<file path="src/rtl/osr_pkg.sv">
package osr_pkg;

    localparam int OVS_DEFAULT        = 8;
    localparam int SAMPLE_AT_DEFAULT  = 4;
    localparam int FIFO_DEPTH_DEFAULT = 4;
    localparam int SYNC_DEFAULT       = 2;

    // One recovered bit together with its strobe
    typedef struct packed {
        logic vld;
        logic dat;
    } bitbeat_t;

    // Phase tracker: waiting for the first transition, or tracking
    typedef enum logic {
        TRK_WAIT = 1'b0,
        TRK_RUN  = 1'b1
    } trk_state_e;

    // Modulo increment, used for phase counters and buffer pointers
    function automatic int wrap_next(input int v, input int lim);
        return (v >= lim - 1) ? 0 : v + 1;
    endfunction

endpackage

</file>
<file path="src/rtl/osr_line_sync.sv">
module osr_line_sync #(
    parameter int STAGES = osr_pkg::SYNC_DEFAULT
) (
    input  logic clk,
    input  logic rst,
    input  logic din,
    output logic level,
    output logic edge_det
);
    logic [STAGES-1:0] chain_q;
    logic              prev_q;

    generate
        if (STAGES > 1) begin : g_multi
            always_ff @(posedge clk) begin
                if (rst) chain_q <= '0;
                else     chain_q <= {chain_q[STAGES-2:0], din};
            end
        end else begin : g_single
            always_ff @(posedge clk) begin
                if (rst) chain_q <= '0;
                else     chain_q <= din;
            end
        end
    endgenerate

    always_ff @(posedge clk) begin
        if (rst) prev_q <= 1'b0;
        else     prev_q <= chain_q[STAGES-1];
    end

    assign level    = chain_q[STAGES-1];
    assign edge_det = level ^ prev_q;

endmodule

</file>
<file path="src/rtl/osr_phase_track.sv">
module osr_phase_track
    import osr_pkg::*;
#(
    parameter int OVS       = OVS_DEFAULT,
    parameter int SAMPLE_AT = SAMPLE_AT_DEFAULT
) (
    input  logic     clk,
    input  logic     rst,
    input  logic     level,
    input  logic     edge_det,
    output bitbeat_t beat
);
    localparam int PH_W = (OVS > 1) ? $clog2(OVS) : 1;

    trk_state_e      state_q;
    logic [PH_W-1:0] cnt_q;
    logic [PH_W-1:0] phase_now;
    logic            live_now;

    // An edge restarts the phase at zero in the cycle where it is seen
    assign phase_now = edge_det ? '0 : cnt_q;
    assign live_now  = (state_q == TRK_RUN) || edge_det;

    always_ff @(posedge clk) begin
        if (rst) begin
            state_q <= TRK_WAIT;
            cnt_q   <= '0;
            beat    <= '0;
        end else begin
            if (edge_det) state_q <= TRK_RUN;
            cnt_q    <= PH_W'(wrap_next(int'(phase_now), OVS));
            beat.vld <= live_now && (phase_now == PH_W'(SAMPLE_AT));
            beat.dat <= level;
        end
    end

    // nothing is sampled before the first transition
    a_r2_quiet_until_edge: assert property (@(posedge clk) disable iff (rst)
        (state_q == TRK_WAIT && !edge_det) |=> !beat.vld)
        else $error("strobe before first transition");

    // strobe is a single-cycle pulse
    a_r3_single_pulse: assert property (@(posedge clk) disable iff (rst)
        beat.vld |=> !beat.vld)
        else $error("strobe wider than one cycle");

    // a transition suppresses the strobe in the following cycle
    a_r4_rephase: assert property (@(posedge clk) disable iff (rst)
        (edge_det && SAMPLE_AT != 0) |=> !beat.vld)
        else $error("strobe right after re-phasing edge");

endmodule

</file>
<file path="src/rtl/osr_elastic.sv">
module osr_elastic
    import osr_pkg::*;
#(
    parameter int DEPTH = FIFO_DEPTH_DEFAULT
) (
    input  logic     clk,
    input  logic     rst,
    input  bitbeat_t wr,
    input  logic     rd_en,
    output logic     rx_bit,
    output logic     rx_valid,
    output logic     ovf,
    output logic     udf
);
    localparam int PTR_W = (DEPTH > 1) ? $clog2(DEPTH) : 1;
    localparam int CNT_W = PTR_W + 1;

    logic [DEPTH-1:0] mem_q;
    logic [PTR_W-1:0] wp_q, rp_q;
    logic [CNT_W-1:0] cnt_q;
    logic             empty, full, rd_ok, wr_ok;

    assign empty = (cnt_q == '0);
    assign full  = (cnt_q == CNT_W'(DEPTH));
    assign rd_ok = rd_en && !empty;
    assign wr_ok = wr.vld && (!full || rd_ok);

    always_ff @(posedge clk) begin
        if (wr_ok) mem_q[wp_q] <= wr.dat;
    end

    always_ff @(posedge clk) begin
        if (rst) begin
            wp_q     <= '0;
            rp_q     <= '0;
            cnt_q    <= '0;
            rx_bit   <= 1'b0;
            rx_valid <= 1'b0;
            ovf      <= 1'b0;
            udf      <= 1'b0;
        end else begin
            if (wr_ok) wp_q <= PTR_W'(wrap_next(int'(wp_q), DEPTH));
            if (rd_ok) begin
                rp_q   <= PTR_W'(wrap_next(int'(rp_q), DEPTH));
                rx_bit <= mem_q[rp_q];
            end
            rx_valid <= rd_ok;
            case ({wr_ok, rd_ok})
                2'b10:   cnt_q <= cnt_q + CNT_W'(1);
                2'b01:   cnt_q <= cnt_q - CNT_W'(1);
                default: cnt_q <= cnt_q;
            endcase
            if (wr.vld && !wr_ok) ovf <= 1'b1;
            if (rd_en && empty)   udf <= 1'b1;
        end
    end

    a_r6_cnt_bound: assert property (@(posedge clk) disable iff (rst)
        cnt_q <= CNT_W'(DEPTH))
        else $error("occupancy above depth");

    a_r7_drop_when_full: assert property (@(posedge clk) disable iff (rst)
        (wr.vld && full && !rd_en) |=> (ovf && full))
        else $error("full buffer did not drop sample");

    a_r7_ovf_sticky: assert property (@(posedge clk) disable iff (rst)
        ovf |=> ovf)
        else $error("overflow flag cleared");

    a_r8_empty_read: assert property (@(posedge clk) disable iff (rst)
        (rd_en && empty) |=> (!rx_valid && udf))
        else $error("empty read produced data");

    a_r8_udf_sticky: assert property (@(posedge clk) disable iff (rst)
        udf |=> udf)
        else $error("underflow flag cleared");

endmodule

</file>
<file path="src/rtl/serial_bit_recovery.sv">
module serial_bit_recovery
    import osr_pkg::*;
#(
    parameter int OVS         = OVS_DEFAULT,
    parameter int SAMPLE_AT   = SAMPLE_AT_DEFAULT,
    parameter int FIFO_DEPTH  = FIFO_DEPTH_DEFAULT,
    parameter int SYNC_STAGES = SYNC_DEFAULT
) (
    input  logic clk,
    input  logic rst,
    input  logic line_in,
    input  logic rd_en,
    output logic samp_ce,
    output logic samp_bit,
    output logic rx_bit,
    output logic rx_valid,
    output logic ovf_flag,
    output logic udf_flag
);
    logic     lvl, edg;
    bitbeat_t beat;

    osr_line_sync #(.STAGES(SYNC_STAGES)) u_sync (
        .clk(clk), .rst(rst), .din(line_in), .level(lvl), .edge_det(edg)
    );

    osr_phase_track #(.OVS(OVS), .SAMPLE_AT(SAMPLE_AT)) u_track (
        .clk(clk), .rst(rst), .level(lvl), .edge_det(edg), .beat(beat)
    );

    osr_elastic #(.DEPTH(FIFO_DEPTH)) u_buf (
        .clk(clk), .rst(rst), .wr(beat), .rd_en(rd_en),
        .rx_bit(rx_bit), .rx_valid(rx_valid), .ovf(ovf_flag), .udf(udf_flag)
    );

    assign samp_ce  = beat.vld;
    assign samp_bit = beat.dat;

    // first cycle after reset shows idle outputs
    a_r9_reset_idle: assert property (@(posedge clk)
        $fell(rst) |-> (!samp_ce && !rx_valid && !ovf_flag && !udf_flag))
        else $error("outputs not idle after reset");

endmodule

</file>
<file path="config.mk">
export PLATFORM = sky130hd
export DESIGN_NAME = serial_bit_recovery
export DESIGN_NICKNAME = d
export VERILOG_FILES = /design/src/rtl/osr_pkg.sv /design/src/rtl/osr_line_sync.sv /design/src/rtl/osr_phase_track.sv /design/src/rtl/osr_elastic.sv /design/src/rtl/serial_bit_recovery.sv
export SDC_FILE = /design/constraint.sdc
export NUM_CORES = 1
export LEC_CHECK = 0
export BUFFER_PORTS_ARGS = -buffer_cell sky130_fd_sc_hd__buf_2
export CAP_MARGIN = 15
export CORE_MARGIN = 2
export CORE_UTILIZATION = 64
export CTS_BUF_LIST = sky130_fd_sc_hd__clkbuf_8
export DETAILED_ROUTE_END_ITERATION = 10
export GPL_ROUTABILITY_DRIVEN = 0
export PLACE_DENSITY = 0.85
export SLEW_MARGIN = 20
export SYNTH_ARGS = -nofsm -noshare
export SYNTH_HDL_FRONTEND = slang
export SYNTH_SLANG_ARGS = --single-unit
</file>
<file path="constraint.sdc">
create_clock -name clk -period 6.16 [get_ports clk]
set_clock_uncertainty 0.1 [all_clocks]
set_input_delay 0.616 -clock clk [delete_from_list [all_inputs] [get_ports clk]]
set_output_delay 0.616 -clock clk [all_outputs]
set_load 0.01 [all_outputs]
</file>
==> results.yml <==
cells_and_area:
  syn_to_final_growth_pct: 7.32
  finish.net_count: 123
  diode_count: 0
  utilization_pct: 75.0
  seq_area_um2: 500
  drive_gt1_share_pct: 17.4
  fillCellCount: 106
  multi_input_comb_area_um2: 510
worst_hold_path:
  min-delay-path-class: "flop to flop"
floorplanning:
  design.portCount: 10
  floorplan.die_area_um2: 2030
  die_height_um: 45.0
  fp.coreArea_um2: 1540
  floorplan.rows: 14
  die_x_um: 45.0
  start_util_pct: 69.9
synthesis:
  synth-seq-area-share_pct: 46.5
  synth_area_per_cell_um2: 10.6
  synthesis.area_um2: 1080
  top_post_synthesis_cells_by_area: "sky130_fd_sc_hd__dfxtp_1, sky130_fd_sc_hd__edfxtp_1, sky130_fd_sc_hd__ha_1"
  yosys_warnings: 0
  synth_top_area_share_pct: 35.3
  synth-seq-cells: 23
  synth.distinct_cells: 32
  syn_inst_count: 102
  post-synth-top-area-cell: "sky130_fd_sc_hd__dfxtp_1"
  syn-num-nets: 115
grt:
  grt.overflow.total: 0
  first_pass_grt_wire_length_mm: 2.68
  grt_start_max_net_pins: 20
  number_of_antenna_violations_at_the_first_check_in_global_routing: 0
  first_global_vias: 668
  global_route.usage.total_pct: 18.6
clock_tree:
  clkLatencyLatePin_ns: 0.26
  post_cts.resized_instances: 0
  cts.sink_count: 23
  tritoncts: "done"
  tritoncts_buffers: 3
  clock_path_buffers: 2
  ctsHoldBuffers: 0
  cts.clk_slew.worst_paths_ns: 0.08
  postCtsSetupBuffers: 0
  ctsRootBufferMaster: "sky130_fd_sc_hd__clkbuf_8"
  h_tree_level_count: 1
drt:
  first_iter_violations: 7
  post-route-drc-count: 0
  routedWlPerCell_um: 11.9
  post_detailed_routing_wire_length_mm: 1.48
  detailedRoute.firstPassIterationCount: 2
  num_vias: 681
  drt.antenna.violating_nets: 0
  post_drt_via_cell_ratio: 5.45
sta:
  setup_repair_after_global_routing_missed_its_margin: "no"
  setup_viols_final: 0
  final-hold-violation-count: 0
  slew_viol_final: 0
  layout_min_cycle_time_ns: 2.21
  layout_worst_path_cycle_share_pct: 35.9
  setup-tns-final_ns: 0
  fmax_mhz: 452
  timing_worst_slew_pin_value_ns: 0.477
  timing.hold.ws_ns: 0.350
  slew_headroom_pct: 68.1
placement:
  place.port_buffers: 9
  hpwl_mm: 1.12
critical_path:
  worstSetupStartpointType: "flop"
  setup.worst_path.class: "flop to flop"
  endpoint_required_time_on_the_critical_path_ns: 6.21
  worstPathMaxFanout: 8
  arrival_ns: 2.27
  crit_path_end_kind: "flop"
pwr:
  irDropWorstVdd_uv: 197
  leakage_nw: 0.515
  ratio_of_total_power_to_cell_area_nw_per_um2: 239
run_status:
  result_of_the_run: "finished clean"
run:
  cap_violations: 0
-- per-layer routing --
metal  up-vias  routed length, µm  track usage [%]
met5         -                  0                0
li1        355                  -                -
met1       314                696             24.4
met4         0                 33             10.6
met2         8                717             28.6
met3         4                 38             3.60
-- per-stage QoR --
| step | power, W | std cells | instance area, µm² | worst slack, ns |
|---|---|---|---|---|
| finish | 0.000276 | 125 | 1160 | 3.95 |
| global route | 0.000286 | 125 | 1160 | 3.84 |
| CTS | 0.000279 | 125 | 1160 | 3.96 |
| detailed placement | 0.000188 | 121 | 1110 | 3.69 |
| global placement | 0.000186 | 121 | 1110 | 3.74 |
| floorplan | 0.000182 | 102 | 1080 | 3.78 |
-- cell usage after synthesis (all sizes together) --
cell,instances
mux2,1
a31oi,2
a21oi,4
o31ai,1
nor2b,5
mux4,1
nand3,2
fa,1
nor4b,1
and4b,1
a211oi,1
o2111ai,1
edfxtp,4
nor3,4
xor2,2
a311oi,1
or2,2
nand2b,1
a221oi,1
dfxtp,19
mux2i,4
xnor2,1
buf,4
ha,8
clkbuf,2
and2,7
nand2,2
inv,9
nor2,10
-- final timing paths --
| kind | startpoint | endpoint | slack [ns] | cells after the start |
|---|---|---|---|---|
| worst max-delay path | u_buf.cnt_q[0]$_SDFFE_PP0P_ | u_buf.cnt_q[2]$_SDFFE_PP0P_ | 3.95 | 7 |
| worst min-delay path | u_track.state_q$_SDFFE_PP0P_ | u_track.state_q$_SDFFE_PP0P_ | 0.35 | 2 |
| worst max register to register | u_buf.cnt_q[0]$_SDFFE_PP0P_ | u_buf.cnt_q[2]$_SDFFE_PP0P_ | 3.95 | 7 |
| worst min register to register | u_track.state_q$_SDFFE_PP0P_ | u_track.state_q$_SDFFE_PP0P_ | 0.35 | 2 |
-- registers in the layout (all words and copies together), names as in the netlist --
name / flops
u_buf.cnt_q: 3
u_sync.chain_q: 2
u_buf.ovf: 1
u_buf.mem_q: 4
u_buf.rp_q: 2
u_track.cnt_q: 3
u_buf.rx_valid: 1
u_track.beat: 2
u_track.state_q: 1
u_buf.wp_q: 2
u_buf.rx_bit: 1
u_buf.udf: 1
-- power by group --
group | switching [W] | internal [W]
registers | 0.00000409 | 0.000158
clock network | 0.0000470 | 0.0000451
logic | 0.0000119 | 0.0000103
total | 0.0000630 | 0.000213
-- cell families after synthesis --
group,Yosys count,share of synthesized area (%)
xor+xnor,3,2.44
mux,6,6.85
simple gates,35,18.8
compound gates,11,8.13
flops,23,46.5
buf+inv,15,6.16
fa+ha+maj,9,11.2
-- worst max-delay path: stages (launching register included) --
cell	delay [ns]
sky130_fd_sc_hd__dfxtp_1	0.54
sky130_fd_sc_hd__o31ai_4	0.15
sky130_fd_sc_hd__or2_2	0.31
sky130_fd_sc_hd__fa_1	0.35
sky130_fd_sc_hd__inv_1	0.08
sky130_fd_sc_hd__nor3_1	0.05
sky130_fd_sc_hd__a31oi_1	0.19
sky130_fd_sc_hd__mux2_1	0.33
-- cell type report --
type / count / area share (%)
Clock buffer: 3 / 3.57
Tap cell: 16 / 1.73
Sequential cell: 23 / 43.3
Clock inverter: 1 / 0.433
Timing Repair Buffer: 9 / 3.90
Multi-Input combinational cell: 64 / 44.2
Inverter: 9 / 2.92
-- cell usage in the layout, fill, tap and decap left out --
| cell type | n |
|---|---|
| sky130_fd_sc_hd__and2_1 | 7 |
| sky130_fd_sc_hd__dfxtp_1 | 19 |
| sky130_fd_sc_hd__nor2b_1 | 5 |
| sky130_fd_sc_hd__nand2_1 | 2 |
| sky130_fd_sc_hd__or2_2 | 2 |
| sky130_fd_sc_hd__inv_1 | 8 |
| sky130_fd_sc_hd__nor2_1 | 10 |
| sky130_fd_sc_hd__o31ai_4 | 1 |
| sky130_fd_sc_hd__clkbuf_8 | 3 |
| sky130_fd_sc_hd__a311oi_1 | 1 |
| sky130_fd_sc_hd__fa_1 | 1 |
| sky130_fd_sc_hd__nor3_1 | 4 |
| sky130_fd_sc_hd__ha_1 | 8 |
| sky130_fd_sc_hd__mux4_2 | 1 |
| sky130_fd_sc_hd__a211oi_1 | 1 |
| sky130_fd_sc_hd__a221oi_1 | 1 |
| sky130_fd_sc_hd__and4b_1 | 1 |
| sky130_fd_sc_hd__inv_2 | 1 |
| sky130_fd_sc_hd__edfxtp_1 | 4 |
| sky130_fd_sc_hd__a31oi_1 | 2 |
| sky130_fd_sc_hd__xor2_1 | 2 |
| sky130_fd_sc_hd__nand3_1 | 2 |
| sky130_fd_sc_hd__o2111ai_1 | 1 |
| sky130_fd_sc_hd__a21oi_1 | 4 |
| sky130_fd_sc_hd__buf_2 | 9 |
| sky130_fd_sc_hd__xnor2_1 | 1 |
| sky130_fd_sc_hd__clkinv_2 | 1 |
| sky130_fd_sc_hd__mux2_1 | 1 |
| sky130_fd_sc_hd__nand2b_1 | 1 |
| sky130_fd_sc_hd__mux2i_1 | 4 |
| sky130_fd_sc_hd__nor4b_4 | 1 |
Note: power is estimated with default switching activity, not from simulation.
